$ cat src/rtl/rxlf_pkg.sv
package rxlf_pkg;

  typedef struct packed {
    logic brk;
    logic frm;
    logic par;
  } rx_flags_t;

  typedef struct packed {
    rx_flags_t  flags;
    logic [7:0] data;
  } rx_entry_t;

  function automatic logic flags_bad(rx_flags_t f);
    return f.brk | f.frm | f.par;
  endfunction

endpackage

$ cat src/rtl/rxlf_store.sv
module rxlf_store
  import rxlf_pkg::*;
#(
  parameter int DEPTH = 64,
  localparam int AW = $clog2(DEPTH),
  localparam int CW = AW + 1
) (
  input  logic            clk,
  input  logic            rst_n,
  input  logic            push_ok,
  input  logic            pop_ok,
  input  rx_entry_t       wr_entry,
  output rx_entry_t       head_entry,
  output logic [7:0]      last_data,
  output logic [CW-1:0]   count,
  output logic            empty,
  output logic            full
);

  rx_entry_t mem [DEPTH];

  logic [AW-1:0] wr_ptr, wr_ptr_nx;
  logic [AW-1:0] rd_ptr, rd_ptr_nx;
  logic [CW-1:0] count_nx;
  logic [7:0]    last_nx;

  assign empty = (count == '0);
  assign full  = (count == CW'(DEPTH));

  always_comb begin
    wr_ptr_nx = wr_ptr;
    rd_ptr_nx = rd_ptr;
    count_nx  = count;
    last_nx   = last_data;
    if (push_ok) begin
      wr_ptr_nx = (wr_ptr == AW'(DEPTH - 1)) ? '0 : wr_ptr + 1'b1;
    end
    if (pop_ok) begin
      rd_ptr_nx = (rd_ptr == AW'(DEPTH - 1)) ? '0 : rd_ptr + 1'b1;
      last_nx   = mem[rd_ptr].data;
    end
    case ({push_ok, pop_ok})
      2'b10:   count_nx = count + 1'b1;
      2'b01:   count_nx = count - 1'b1;
      default: count_nx = count;
    endcase
  end

  always_ff @(posedge clk or negedge rst_n) begin
    if (!rst_n) begin
      wr_ptr    <= '0;
      rd_ptr    <= '0;
      count     <= '0;
      last_data <= '0;
    end else begin
      wr_ptr    <= wr_ptr_nx;
      rd_ptr    <= rd_ptr_nx;
      count     <= count_nx;
      last_data <= last_nx;
    end
  end

  always_ff @(posedge clk) begin
    if (push_ok) begin
      mem[wr_ptr] <= wr_entry;
    end
  end

  assign head_entry = mem[rd_ptr];

  AST_NO_OVERFLOW: assert property (@(posedge clk) disable iff (!rst_n)
    count <= CW'(DEPTH));

  AST_PTR_GAP: assert property (@(posedge clk) disable iff (!rst_n)
    (count != CW'(DEPTH)) |-> (AW'(wr_ptr - rd_ptr) == count[AW-1:0]));

endmodule

$ cat src/rtl/rxlf_err_track.sv
module rxlf_err_track #(
  parameter int CW = 7
) (
  input  logic          clk,
  input  logic          rst_n,
  input  logic          push_ok,
  input  logic          push_bad,
  input  logic          pop_ok,
  input  logic          pop_bad,
  input  logic [CW-1:0] count,
  output logic          any_err
);

  logic [CW-1:0] errcnt, errcnt_nx;
  logic          inc, dec;

  assign inc = push_ok & push_bad;
  assign dec = pop_ok & pop_bad;

  always_comb begin
    case ({inc, dec})
      2'b10:   errcnt_nx = errcnt + 1'b1;
      2'b01:   errcnt_nx = errcnt - 1'b1;
      default: errcnt_nx = errcnt;
    endcase
  end

  always_ff @(posedge clk or negedge rst_n) begin
    if (!rst_n) errcnt <= '0;
    else        errcnt <= errcnt_nx;
  end

  assign any_err = (errcnt != '0);

  AST_ERR_WITHIN_COUNT: assert property (@(posedge clk) disable iff (!rst_n)
    errcnt <= count);

  AST_ERR_CLEAR_ON_DRAIN: assert property (@(posedge clk) disable iff (!rst_n)
    (count == '0) |-> !any_err);

endmodule

$ cat src/rtl/rxlf_status.sv
module rxlf_status
  import rxlf_pkg::*;
(
  input  logic      clk,
  input  logic      rst_n,
  input  logic      push_drop,
  input  logic      stat_rd,
  input  logic      empty,
  input  rx_flags_t head_flags,
  input  logic      any_err,
  input  logic      thr_empty,
  input  logic      tx_all_empty,
  output logic      overrun,
  output logic [7:0] status
);

  logic      ovr_nx;
  rx_flags_t shown;

  always_comb begin
    ovr_nx = overrun;
    if (stat_rd)   ovr_nx = 1'b0;
    if (push_drop) ovr_nx = 1'b1;
  end

  always_ff @(posedge clk or negedge rst_n) begin
    if (!rst_n) overrun <= 1'b0;
    else        overrun <= ovr_nx;
  end

  assign shown  = empty ? '0 : head_flags;
  assign status = {any_err, tx_all_empty, thr_empty,
                   shown.brk, shown.frm, shown.par, overrun, ~empty};

  AST_OVR_SET: assert property (@(posedge clk) disable iff (!rst_n)
    push_drop |=> overrun);

  AST_OVR_CLR: assert property (@(posedge clk) disable iff (!rst_n)
    (stat_rd && !push_drop) |=> !overrun);

  AST_OVR_HOLD: assert property (@(posedge clk) disable iff (!rst_n)
    (!stat_rd && !push_drop) |=> (overrun == $past(overrun)));

endmodule

$ cat src/rtl/rx_line_fifo.sv
module rx_line_fifo
  import rxlf_pkg::*;
#(
  parameter int DEPTH = 64,
  localparam int AW = $clog2(DEPTH),
  localparam int CW = AW + 1
) (
  input  logic       clk,
  input  logic       rst_n,
  input  logic       push_valid,
  input  logic [7:0] push_data,
  input  logic       push_brk,
  input  logic       push_frm,
  input  logic       push_par,
  input  logic       data_rd,
  input  logic       stat_rd,
  input  logic       thr_empty,
  input  logic       tx_all_empty,
  output logic [7:0] head_data,
  output logic [7:0] status,
  output logic       overrun
);

  rx_entry_t     wr_entry, head_entry;
  logic [7:0]    last_data;
  logic [CW-1:0] count;
  logic          empty, full;
  logic          push_ok, pop_ok, push_drop;
  logic          any_err;

  assign push_ok   = push_valid & ~full;
  assign push_drop = push_valid & full;
  assign pop_ok    = data_rd & ~empty;

  always_comb begin
    wr_entry.flags.brk = push_brk;
    wr_entry.flags.frm = push_frm;
    wr_entry.flags.par = push_par;
    wr_entry.data      = push_brk ? 8'h00 : push_data;
  end

  rxlf_store #(.DEPTH(DEPTH)) u_store (
    .clk        (clk),
    .rst_n      (rst_n),
    .push_ok    (push_ok),
    .pop_ok     (pop_ok),
    .wr_entry   (wr_entry),
    .head_entry (head_entry),
    .last_data  (last_data),
    .count      (count),
    .empty      (empty),
    .full       (full)
  );

  rxlf_err_track #(.CW(CW)) u_err (
    .clk      (clk),
    .rst_n    (rst_n),
    .push_ok  (push_ok),
    .push_bad (flags_bad(wr_entry.flags)),
    .pop_ok   (pop_ok),
    .pop_bad  (flags_bad(head_entry.flags)),
    .count    (count),
    .any_err  (any_err)
  );

  rxlf_status u_stat (
    .clk          (clk),
    .rst_n        (rst_n),
    .push_drop    (push_drop),
    .stat_rd      (stat_rd),
    .empty        (empty),
    .head_flags   (head_entry.flags),
    .any_err      (any_err),
    .thr_empty    (thr_empty),
    .tx_all_empty (tx_all_empty),
    .overrun      (overrun),
    .status       (status)
  );

  assign head_data = empty ? last_data : head_entry.data;

  AST_STAT_NO_POP: assert property (@(posedge clk) disable iff (!rst_n)
    (stat_rd && !data_rd) |=> (count >= $past(count)));

  AST_FULL_DISCARD: assert property (@(posedge clk) disable iff (!rst_n)
    (push_valid && full && !data_rd) |=> (count == $past(count)));

  AST_EMPTY_READ_HOLD: assert property (@(posedge clk) disable iff (!rst_n)
    (data_rd && empty && !push_valid) |=> (empty && $stable(head_data)));

  AST_BREAK_ZERO: assert property (@(posedge clk) disable iff (!rst_n)
    (empty && push_valid && push_brk) |=> (head_data == 8'h00 && status[4]));

endmodule

$ cat config.mk
export PLATFORM = sky130hd
export DESIGN_NAME = rx_line_fifo
export DESIGN_NICKNAME = d
export VERILOG_FILES = /design/src/rtl/rxlf_pkg.sv /design/src/rtl/rxlf_store.sv /design/src/rtl/rxlf_err_track.sv /design/src/rtl/rxlf_status.sv /design/src/rtl/rx_line_fifo.sv
export SDC_FILE = /design/constraint.sdc
export NUM_CORES = 1
export LEC_CHECK = 0
export ABC_AREA = 0
export BUFFER_PORTS_ARGS = -buffer_cell sky130_fd_sc_hd__buf_4
export CAP_MARGIN = 20
export CORE_ASPECT_RATIO = 0.8
export CORE_UTILIZATION = 50
export CTS_CLUSTER_DIAMETER = 200
export DETAILED_ROUTE_END_ITERATION = 7
export PLACE_DENSITY_LB_ADDON = 0.3
export SETUP_SLACK_MARGIN = 0.4
export SYNTH_ARGS = -nofsm -noshare
export SYNTH_HDL_FRONTEND = slang
export SYNTH_HIERARCHICAL = 1
export SYNTH_SLANG_ARGS = --single-unit
$ cat constraint.sdc
create_clock -name clk -period 10.1 [get_ports clk]
set_input_delay 1.515 -clock clk [delete_from_list [all_inputs] [get_ports clk]]
set_output_delay 1.515 -clock clk [all_outputs]
set_load 0.02 [all_outputs]
==> results of run 1 <==
==> cells in the mapped netlist, drive strengths merged (7+ instances only) <==
library cell	instances	share of area, %
mux2i	42	1.4
buf	59	1.2
xor2	10	0.30
xnor2	9	0.27
nor2b	12	0.25
o22ai	32	0.68
o22a	8	0.24
mux4	173	13
o21ai	18	0.31
nor2	86	1.1
a21oi	8	0.14
nor3	7	0.12
dfrtp	35	3.0
inv	9	0.11
or3	7	0.15
nand2	53	0.67
a31oi	17	0.36
and2b	8	0.24
a22o	8	0.24
clkbuf	29	0.37
edfxtp	704	72
nand2b	9	0.19
mux2	31	1.3
nand3	10	0.17
or4	8	0.20
nand4	14	0.30
ha	8	0.34
==> cells by family after synthesis <==
logic type,after synthesis
xor+xnor,19
buf+inv,97
compound gates,123
flops,739
simple gates,234
fa+ha+maj,8
mux,246
==> metrics by stage <==
stage	instance area [sq um]	util, %	setup slack (ns)	total power, mW
after detailed placement	30800	52.9	4.05	6.05
after global routing	33200	57.1	3.67	9.00
after floorplan	29500	-	5.37	5.30
final	33200	57.1	3.94	8.69
after global placement	30700	52.8	4.04	6.01
after CTS	33200	57.0	3.97	8.73
==> per-layer routing <==
layer | up-vias | GRT usage, % | wire, um
li1 | 6224 | - | -
met1 | 7671 | 34.4 | 28300
met2 | 673 | 32.0 | 29000
met3 | 123 | 5.57 | 6330
met4 | 0 | 6.91 | 1700
met5 | - | 0 | 0
==> power by group <==
group          total (mW)  internal, mW  switching, mW
clock                2.69          1.58           1.12
sequential           3.72          3.52          0.201
combinational        2.28         0.997           1.28
total                8.69          6.09           2.60
==> registers in the layout, indices dropped and copies added (netlist names) <==
signal	flops
u_store/count	7
u_store/wr_ptr	6
u_err/errcnt	7
u_stat/overrun	1
u_store/rd_ptr	6
u_store/last_data	8
u_store/mem	704
==> how the worst max path moves through the flow <==
stage | startpoint | end | slack (ns) | cells after the start
2_1_floorplan | u_store/rd_ptr[1]$_DFFE_PN0P_ | u_err/errcnt[6]$_DFFE_PN0P_ | 5.37 | 18
3_5_place_dp | u_store/rd_ptr[0]$_DFFE_PN0P_ | u_err/errcnt[6]$_DFFE_PN0P_ | 4.05 | 14
5_1_grt | u_store/rd_ptr[0]$_DFFE_PN0P_ | u_err/errcnt[6]$_DFFE_PN0P_ | 3.67 | 14
3_3_place_gp | u_store/rd_ptr[0]$_DFFE_PN0P_ | u_err/errcnt[6]$_DFFE_PN0P_ | 4.04 | 14
6_report | u_store/rd_ptr[0]$_DFFE_PN0P_ | u_err/errcnt[6]$_DFFE_PN0P_ | 3.94 | 14
4_1_cts | u_store/rd_ptr[0]$_DFFE_PN0P_ | head_data[1] | 3.97 | 8
==> worst max-delay path: stages (launching register included) <==
cell and delay (ns):
dfrtp_4 0.96, buf_12 0.48, mux4_2 0.61, mux4_2 0.55
mux2i_1 0.25, o21ai_1 0.11, or3_1 0.38, and2_1 0.17
ha_1 0.36, xor2_1 0.22, ha_1 0.29, or3b_1 0.37
a211o_1 0.32, o211a_1 0.14, a2111o_1 0.38
==> final cells by class <==
type	instances	area [sq um]	area share, %
Timing Repair Buffer	113	901	2.71
Multi-Input combinational cell	630	6960	20.9
Clock buffer	98	2050	6.16
Sequential cell	739	22000	66.3
Inverter	9	33.8	0.102
Clock inverter	33	314	0.945
Tap cell	769	962	2.89
==> summary.md, run 1 <==
| Metric | Value |
|---|---|
| Post-Synth XOR/XNOR Area | `0.565%` |
| Post-synth top flop | `edfxtp_1` |
| Max H-tree Level | `3` |
| Avg Cell Area, Syn | `20.1 sq um` |
| Mux share of post-synthesis cell area | `15.9%` |
| Crit path kind | `reg -> reg` |
| Gr ovfl total | `0` |
| Setup TNS | `0 ns` |
| Slew HR | `25.0%` |
| Die ar. | `59,900 sq um` |
| P per Cell Area | `261 nW/um^2` |
| Hold Crit Depth | `1` |
| Pin count of the biggest net entering global routing | `157` |
| Starting Density | `50.6%` |
| Number of distinct library cells after synthesis | `62` |
| Hold-fix buffers, CTS | `0` |
| R2R Setup Slk | `3.94 ns` |
| Synth Area in Compound Gates | `2.87%` |
| Post-synthesis cell area | `29,500 sq um` |
| Pre-antenna DRT Iters | `6` |
| Worst slew pin tran | `1.13 ns` |
| Commonest non-fill, non-tap cell in the layout | `edfxtp_1` |
| Minimum clock period | `6.16 ns` |
| Final setup viols | `0` |
| Post-DP HPWL | `38,500 um` |
| First-pass GRT wire length | `97,100 um` |
| WHS | `0.506 ns` |
| Max-Cap Viols | `0` |
| Final Hold Fails | `0` |
| Combinational family with the most area after synthesis | `multiplexers` |
| TritonCTS clock tree | `built` |
| Crit-path max FO | `102` |
| Vias in the first global route | `14,500` |
| Yosys reg bits | `739` |
| Setup crit start kind | `flip-flop` |
| Clk Latency, worst-skew pair | `0.62 ns` |
| Status | `completed` |
| Ports | `35` |
| Number of setup buffers added after CTS | `0` |
| Critical hold path startpoint | `u_stat/overrun$_DFFE_PN0P_` |
| Post-synth ARST share | `4.74%` |
| DR WL/cell | `27.3 um` |
| Simple-Gate Fraction of Synth Area | `3.90%` |
| Share of layout cells above drive strength 1 | `26.6%` |
| Nets | `1,592` |
| GRT Total Usage | `22.5%` |
| Iteration-0 DRC Markers | `1,675` |
| Seq/Total Area, Yosys | `74.7%` |
| Routability Congestion | `0.805` |
| HP Class | `reg -> reg` |
| Crit end category | `flip-flop` |
| Fill cells | `4,221` |
| Dpl cells | `2,254` |
| Root buf cell | `clkbuf_16` |
| Post-cts sizing count | `0` |
| Drt total wl | `65,300 um` |
| Die Span X | `273 um` |
| RSZ-0062 raised after global routing | `no` |
| Vias per inst | `6.14` |
| Post-Layout Cell Count | `2,391` |
| # port buffers | `30` |
| Num rows | `79` |
| Pins Over Slew Limit | `0` |
| Post-synth EDFFs | `704` |
| Core ar. | `58,200 sq um` |
| Static Leakage | `10.8 nW` |
| Routed Antenna Nets | `0` |
| Fmax | `162 MHz` |
| Initial antenna violation count | `3` |
| Peak VDD IR | `254 uV` |
| Area added between synthesis and finish | `12.8%` |
| Residual DRC | `0` |
| CTS Buf Count | `73` |
| Worst Skew | `0.0283 ns` |
| Die height | `219 um` |
| Tcrit/Tclk final | `61.0%` |
| Clk slew on worst S/H paths | `0.06 ns` |
| R2r startpoint | `u_store/rd_ptr[0]$_DFFE_PN0P_` |
| ANT cells | `0` |
| Post-Synth Adder-Cell Area | `0.340%` |
| CP required | `10.58 ns` |
| Gate count after technology mapping | `1,466` |
| Vias post-DR | `14,700` |
| CP Data Arrival Time | `6.64 ns` |
| Mapped Nets | `1,492` |
| Clock buffer depth | `3` |
| R2R Path End | `u_err/errcnt[6]$_DFFE_PN0P_` |
| Commonest cells after routing, fill and taps aside | `edfxtp_1, mux4_2, buf_4` |
| CTS sink count | `739` |
| WHS Endpoint | `u_stat/overrun$_DFFE_PN0P_` |
| Synthesis Warnings | `6` |
| R2R depth | `14` |
Note: power is estimated with default switching activity, not from simulation.
==> inputs of run 2 (changes only) <==
==> constraint.sdc (replaced) <==
create_clock -name clk -period 5.4 [get_ports clk]
set_input_delay 0.81 -clock clk [delete_from_list [all_inputs] [get_ports clk]]
set_output_delay 0.81 -clock clk [all_outputs]
set_load 0.02 [all_outputs]
==> summary.md, run 2 (synthesis gave the netlist of run 1 again) <==
| Metric | Value |
|---|---|
| Clk network pwr share | `30.5% (-0.5 points)` |
| Sw power | `5.01 mW (+93%)` |
| Die Span X | `273 um (unchanged)` |
| Final setup viols | `0 (unchanged)` |
| Worst slew pin tran | `1.09 ns (-0.0379 ns)` |
| Drt total wl | `69,300 um (+6.2%)` |
| Area added between synthesis and finish | `14.1%` |
| Sw frac | `30.3% (+0.35 points)` |
| Iteration-0 DRC Markers | `1,896 (+13%)` |
| CP Data Arrival Time | `5.31 ns (-1.33 ns)` |
| RSZ-0062 raised after global routing | `no` |
| Max-Cap Viols | `0 (unchanged)` |
| Gr ovfl total | `0 (unchanged)` |
| Core ar. | `58,200 sq um (unchanged)` |
| Commonest cells after routing, fill and taps aside | `edfxtp_1, mux4_2, buf_4` |
| Routed Antenna Nets | `0 (unchanged)` |
| Max H-tree Level | `3 (unchanged)` |
| Seq pwr share | `41.8% (-1.0 points)` |
| Worst Skew | `0.0287 ns (+0.000429 ns)` |
| Pre-antenna DRT Iters | `5 (-1)` |
| Post-Layout Cell Count | `2,425 (+1.4%)` |
| Share of layout cells above drive strength 1 | `28.8% (+2.2 points)` |
| Post-DP HPWL | `42,600 um (+11%)` |
| GRT Total Usage | `23.6% (+1.0 points)` |
| Pin count of the biggest net entering global routing | `73 (-54%)` |
| First-pass GRT wire length | `101,000 um (+3.6%)` |
| Dpl cells | `2,278 (+1.1%)` |
| Ports | `35 (unchanged)` |
| Setup TNS | `0 ns (unchanged)` |
| Int Pwr | `11.6 mW (+90%)` |
| Overall power | `16.6 mW (+91%)` |
| Vias in the first global route | `14,700 (+1.2%)` |
| Clk Latency, worst-skew pair | `0.62 ns (about the same)` |
| R2r startpoint | `u_store/rd_ptr[0]$_DFFE_PN0P_` |
| Peak VDD IR | `266 uV (+4.5%)` |
| Status | `completed` |
| Static Leakage | `11.0 nW (+2.0%)` |
| Slew HR | `27.2% (+2.3 points)` |
| Largest registers | `u_store/mem (704), u_store/last_data (8)` |
| Crit path kind | `reg -> reg` |
| Die height | `219 um (unchanged)` |
| Vias post-DR | `15,300 (+3.9%)` |
| Crit-path max FO | `17 (-83%)` |
| P per Cell Area | `493 nW/um^2 (+89%)` |
| Pins Over Slew Limit | `0 (unchanged)` |
| HP Class | `in -> async` |
| Residual DRC | `0 (unchanged)` |
| Crit end category | `flip-flop` |
| CP required | `5.87 ns (-4.71 ns)` |
| Post-DP Area | `31,100 sq um (+0.75%)` |
| Clock buffer depth | `3 (unchanged)` |
| Clk slew on worst S/H paths | `0.06 ns (about the same)` |
| CTS Buf Count | `71 (-2.7%)` |
| Final instance area | `33,600 sq um (+1.2%)` |
| Logic pwr share | `27.7% (+1.5 points)` |
| TritonCTS clock tree | `built` |
| Final Hold Fails | `0 (unchanged)` |
| Commonest non-fill, non-tap cell in the layout | `edfxtp_1` |
| Initial antenna violation count | `2 (-1)` |
| Starting Density | `50.6% (unchanged)` |
| Routability Congestion | `0.888 (+10%)` |
| Minimum clock period | `4.84 ns (-1.32 ns)` |
| Die ar. | `59,900 sq um (unchanged)` |
| Setup crit start | `u_store/rd_ptr[0]$_DFFE_PN0P_` |
| CTS sink count | `739 (unchanged)` |
| Setup crit start kind | `flip-flop` |
| DR WL/cell | `28.6 um (+4.7%)` |
| Biggest register | `u_store/mem` |
| Vias per inst | `6.30 (+2.5%)` |
| Root buf cell | `clkbuf_16` |
| Nets | `1,623 (+1.9%)` |
| Tcrit/Tclk final | `89.6% (+29 points)` |
| Num rows | `79 (unchanged)` |
| # port buffers | `30 (unchanged)` |
| Max reg flops | `704 (unchanged)` |
| Fmax | `207 MHz (+27%)` |
==> run 2: cell type report <==
type	instances	area [sq um]
diodes	1	2.50
inverters	9	33.8
clock inverters	41	424
repair buffers	146	1250
well taps	769	962
clock buffers	90	1950
flip-flops and latches	739	22000
multi-input cells	630	6980
fillers	4184	24600
==> run 2: path summary, 6_finish.rpt <==
path / slack, ns / end / depth (start not counted)
min in group clk: 0.49 / u_stat/overrun$_DFFE_PN0P_ / 3
max: 0.56 / u_err/errcnt[6]$_DFFE_PN0P_ / 15
max reg2reg: 0.56 / u_err/errcnt[6]$_DFFE_PN0P_ / 15
max in group asynchronous: 4.81 / u_store/rd_ptr[1]$_DFFE_PN0P_ / 1
min reg2reg: 0.52 / u_store/count[6]$_DFFE_PN0P_ / 1
min: 0.19 / u_store/rd_ptr[5]$_DFFE_PN0P_ / 1
==> run 2: power groups by stage <==
stage / combinational (mW) / sequential, mW / clock [mW]
after global placement: 4.34 / 7.04 / 0
after global routing: 4.84 / 6.95 / 5.32
after detailed placement: 4.42 / 7.06 / 0
after floorplan: 3.13 / 6.78 / 0
final: 4.59 / 6.92 / 5.06
after CTS: 4.46 / 6.94 / 5.12
==> run 2: timing repair <==
item	4_1_cts	5_1_grt
cloned	0	2
hold buffers	0	0
resized for setup	2	5
endpoints found under the hold margin	0	0
setup buffers	2	4
endpoints found under the setup margin	2	2
pin swaps	0	0
==> run 2: worst max-delay path: stages, from the launching register on <==
cell and delay, ns:
dfrtp_4 0.48, buf_4 0.21, buf_16 0.19, mux4_2 0.52, mux4_2 0.53, mux2i_2 0.24
o21ai_1 0.12, or3_4 0.42, and2_1 0.17, ha_1 0.22, xor2_1 0.17, ha_2 0.23
or3b_1 0.35, a211o_1 0.32, o211a_1 0.14, a2111o_1 0.38
==> run 2: stage by stage <==
| step | setup WS [ns] | util (%) | hold WS, ns |
|---|---|---|---|
| 2_1_floorplan | 0.675 | - | 0.468 |
| 3_3_place_gp | 0.456 | 53.0 | 0.494 |
| 3_5_place_dp | 0.410 | 53.3 | 0.515 |
| 4_1_cts | 0.416 | 57.5 | 0.169 |
| 5_1_grt | 0.394 | 57.8 | 0.209 |
| 6_report | 0.562 | 57.8 | 0.186 |
==> run 2: layer usage <==
layer	wire, um	global-route usage, %	up-vias
met5	14	0	-
met4	1460	6.01	2
met3	8240	6.38	97
met2	30800	33.6	957
met1	28800	36.0	7927
li1	-	-	6288
==> inputs of run 3 (changes only) <==
--- a/config.mk
+++ b/config.mk
@@ -9,6 +9,7 @@
 export BUFFER_PORTS_ARGS = -buffer_cell sky130_fd_sc_hd__buf_4
 export CAP_MARGIN = 20
 export CORE_ASPECT_RATIO = 0.8
+export CORE_MARGIN = 1.5
 export CORE_UTILIZATION = 50
 export CTS_CLUSTER_DIAMETER = 200
 export DETAILED_ROUTE_END_ITERATION = 7
==> summary.md, run 3 (synthesis gave the netlist of run 1 again) <==
| Metric | Value |
|---|---|
| Status | `completed` |
| Clk network pwr share | `30.4% (about the same)` |
| Clk Latency, worst-skew pair | `0.62 ns (about the same)` |
| Peak VDD IR | `305 uV (+15%)` |
| Crit-path max FO | `14 (-3)` |
| Fill cells | `4,189 (+0.12%)` |
| First-pass GRT wire length | `100,000 um (about the same)` |
| Pins Over Slew Limit | `0 (unchanged)` |
| RSZ-0062 raised after global routing | `no` |
| Core ar. | `58,200 sq um (unchanged)` |
| # port buffers | `30 (unchanged)` |
| Slew HR | `28.7% (+1.5 points)` |
| Logic pwr share | `27.8% (about the same)` |
| Static Leakage | `11.0 nW (-0.33%)` |
| Gr ovfl total | `0 (unchanged)` |
| Vias post-DR | `15,200 (-0.44%)` |
| Starting Density | `50.6% (unchanged)` |
| Sw frac | `30.5% (+0.27 points)` |
| Drt total wl | `68,600 um (-1.0%)` |
| Worst path depth | `16 (+1)` |
| Post-DP HPWL | `43,200 um (+1.4%)` |
| R2R depth | `16 (+1)` |
| Vias in the first global route | `14,900 (+1.2%)` |
| Slowest-stage cell, CP | `mux4_2` |
| CP Data Arrival Time | `5.36 ns (+0.05 ns)` |
| Commonest cells after routing, fill and taps aside | `edfxtp_1, mux4_2, buf_4` |
| Hold-fix buffers, CTS | `0 (unchanged)` |
| Family with the most delay on the worst path | `multiplexers` |
| Residual DRC | `0 (unchanged)` |
| Worst slew pin tran | `1.07 ns (-0.0227 ns)` |
| Sw power | `5.02 mW (+0.16%)` |
| Vias per inst | `6.28 (-0.27%)` |
| Pre-antenna DRT Iters | `5 (unchanged)` |
| Crit end category | `flip-flop` |
| Setup crit start kind | `flip-flop` |
| Routability Congestion | `0.894 (+0.75%)` |
| Area added between synthesis and finish | `13.8%` |
| P per Cell Area | `490 nW/um^2 (-0.51%)` |
| Ports | `35 (unchanged)` |
| Die Span X | `274 um (+0.37%)` |
| Commonest non-fill, non-tap cell in the layout | `edfxtp_1` |
| Minimum clock period | `4.88 ns (+0.0430 ns)` |
| CP required | `5.88 ns (about the same)` |
| Nets | `1,619 (-0.25%)` |
| Tcrit/Tclk final | `90.4% (+0.80 points)` |
| CTS sink count | `739 (unchanged)` |
| ANT cells | `0 (-1)` |
| HP Class | `in -> async` |
| Biggest register | `u_store/mem` |
| CTS Buf Count | `71 (unchanged)` |
| Final setup viols | `0 (unchanged)` |
| Clk slew on worst S/H paths | `0.06 ns (about the same)` |
| Die ar. | `60,400 sq um (+0.82%)` |
| DR WL/cell | `28.3 um (-0.85%)` |
| Sequence of cells on the critical path | `buf_4, buf_12, mux4_2, mux4_2, mux2_2, nand2_1, o21ai_1, or3_1, and2_1, ha_1, xor2_1, ha_1, or3b_1, a211o_1, o211a_1, a2111o_1` |
| GRT Total Usage | `23.2% (-0.39 points)` |
| Buffer and inverter count on the worst path | `2 (unchanged)` |
| CP max stage delay | `0.52 ns (about the same)` |
| Worst Skew | `0.0260 ns (-0.00271 ns)` |
| R2R Setup Slk | `0.52 ns (-0.04 ns)` |
| Final instance area | `33,600 sq um (-0.23%)` |
| Fmax | `205 MHz (-0.88%)` |
| Final Hold Fails | `0 (unchanged)` |
| Max reg flops | `704 (unchanged)` |
| Pin count of the biggest net entering global routing | `71 (-2.7%)` |
| R2R Path End | `u_err/errcnt[6]$_DFFE_PN0P_` |
| Num rows | `79 (unchanged)` |
| Initial antenna violation count | `3 (+1)` |
| Int Pwr | `11.4 mW (-1.1%)` |
| Crit path kind | `reg -> reg` |
| Die height | `220 um (+0.46%)` |
| Seq pwr share | `41.8% (about the same)` |
| Iteration-0 DRC Markers | `2,128 (+12%)` |
| Max-Cap Viols | `0 (unchanged)` |
| Max H-tree Level | `3 (unchanged)` |
| Routed Antenna Nets | `0 (unchanged)` |
| Setup TNS | `0 ns (unchanged)` |
| R2r startpoint | `u_store/rd_ptr[0]$_DFFE_PN0P_` |
| WHS | `0.190 ns (+0.00407 ns)` |
| Share of layout cells above drive strength 1 | `28.9% (+0.11 points)` |
| Clock buffer depth | `3 (unchanged)` |
| TritonCTS clock tree | `built` |
| Root buf cell | `clkbuf_16` |
| Largest registers | `u_store/mem (704), u_store/last_data (8)` |
| Post-DP Area | `31,000 sq um (-0.13%)` |
[run 3: area by class of cell]
type | instances | area, sq um | share of cell area [%]
inverters | 9 | 33.8 | 0.101
multi-input cells | 630 | 6960 | 20.7
clock inverters | 38 | 348 | 1.04
clock buffers | 94 | 2000 | 5.96
well taps | 769 | 962 | 2.87
repair buffers | 142 | 1230 | 3.65
flip-flops and latches | 739 | 22000 | 65.6
[run 3: layer usage]
metal | GRT usage (%) | wire (um) | vias to the layer above
met2 | 32.4 | 29900 | 773
met4 | 5.79 | 1360 | 0
met3 | 6.41 | 7570 | 107
li1 | - | - | 6262
met5 | 0 | 0 | -
met1 | 36.2 | 29700 | 8062
[run 3: timing repair]
action | CTS | global route
gates resized for setup | 0 | 2
setup buffers | 0 | 6
endpoints found under the setup margin | 0 | 2
[run 3: worst max path at each step]
stage | start | to | slack [ns]
after floorplan | u_store/rd_ptr[1]$_DFFE_PN0P_ | u_err/errcnt[6]$_DFFE_PN0P_ | 0.67
after global placement | u_store/rd_ptr[0]$_DFFE_PN0P_ | u_err/errcnt[6]$_DFFE_PN0P_ | 0.49
after detailed placement | u_store/rd_ptr[0]$_DFFE_PN0P_ | u_err/errcnt[6]$_DFFE_PN0P_ | 0.43
after CTS | u_store/rd_ptr[0]$_DFFE_PN0P_ | u_err/errcnt[6]$_DFFE_PN0P_ | 0.41
after global routing | u_store/rd_ptr[0]$_DFFE_PN0P_ | u_err/errcnt[6]$_DFFE_PN0P_ | 0.41
final | u_store/rd_ptr[0]$_DFFE_PN0P_ | u_err/errcnt[6]$_DFFE_PN0P_ | 0.52
[run 3: power by group through the flow]
stage               Clock (mW)  Sequential (mW)  Combinational [mW]
finish                    5.00             6.87                4.57
global placement             0             6.99                4.35
CTS                       5.07             6.89                4.46
global route              5.28             6.90                4.81
floorplan                    0             6.78                3.13
detailed placement           0             7.00                4.44
[run 3: stage by stage]
stage / setup WS, ns / total power [mW] / util, % / std cells
after floorplan: 0.675 / 9.91 / - / 1466
after global placement: 0.487 / 11.3 / 52.8 / 2244
after detailed placement: 0.426 / 11.4 / 53.3 / 2272
after CTS: 0.409 / 16.4 / 57.3 / 2404
after global routing: 0.405 / 17.0 / 57.6 / 2421
final: 0.519 / 16.4 / 57.6 / 2421
[run 3: worst register-to-register path: stages (launching register included)]
cell and delay (ns):
dfrtp_4 0.49, buf_4 0.15, buf_12 0.16, mux4_2 0.52, mux4_2 0.49, mux2_2 0.29
nand2_1 0.07, o21ai_1 0.08, or3_1 0.46, and2_1 0.19, ha_1 0.22, xor2_1 0.17
ha_1 0.28, or3b_1 0.37, a211o_1 0.32, o211a_1 0.13, a2111o_1 0.38
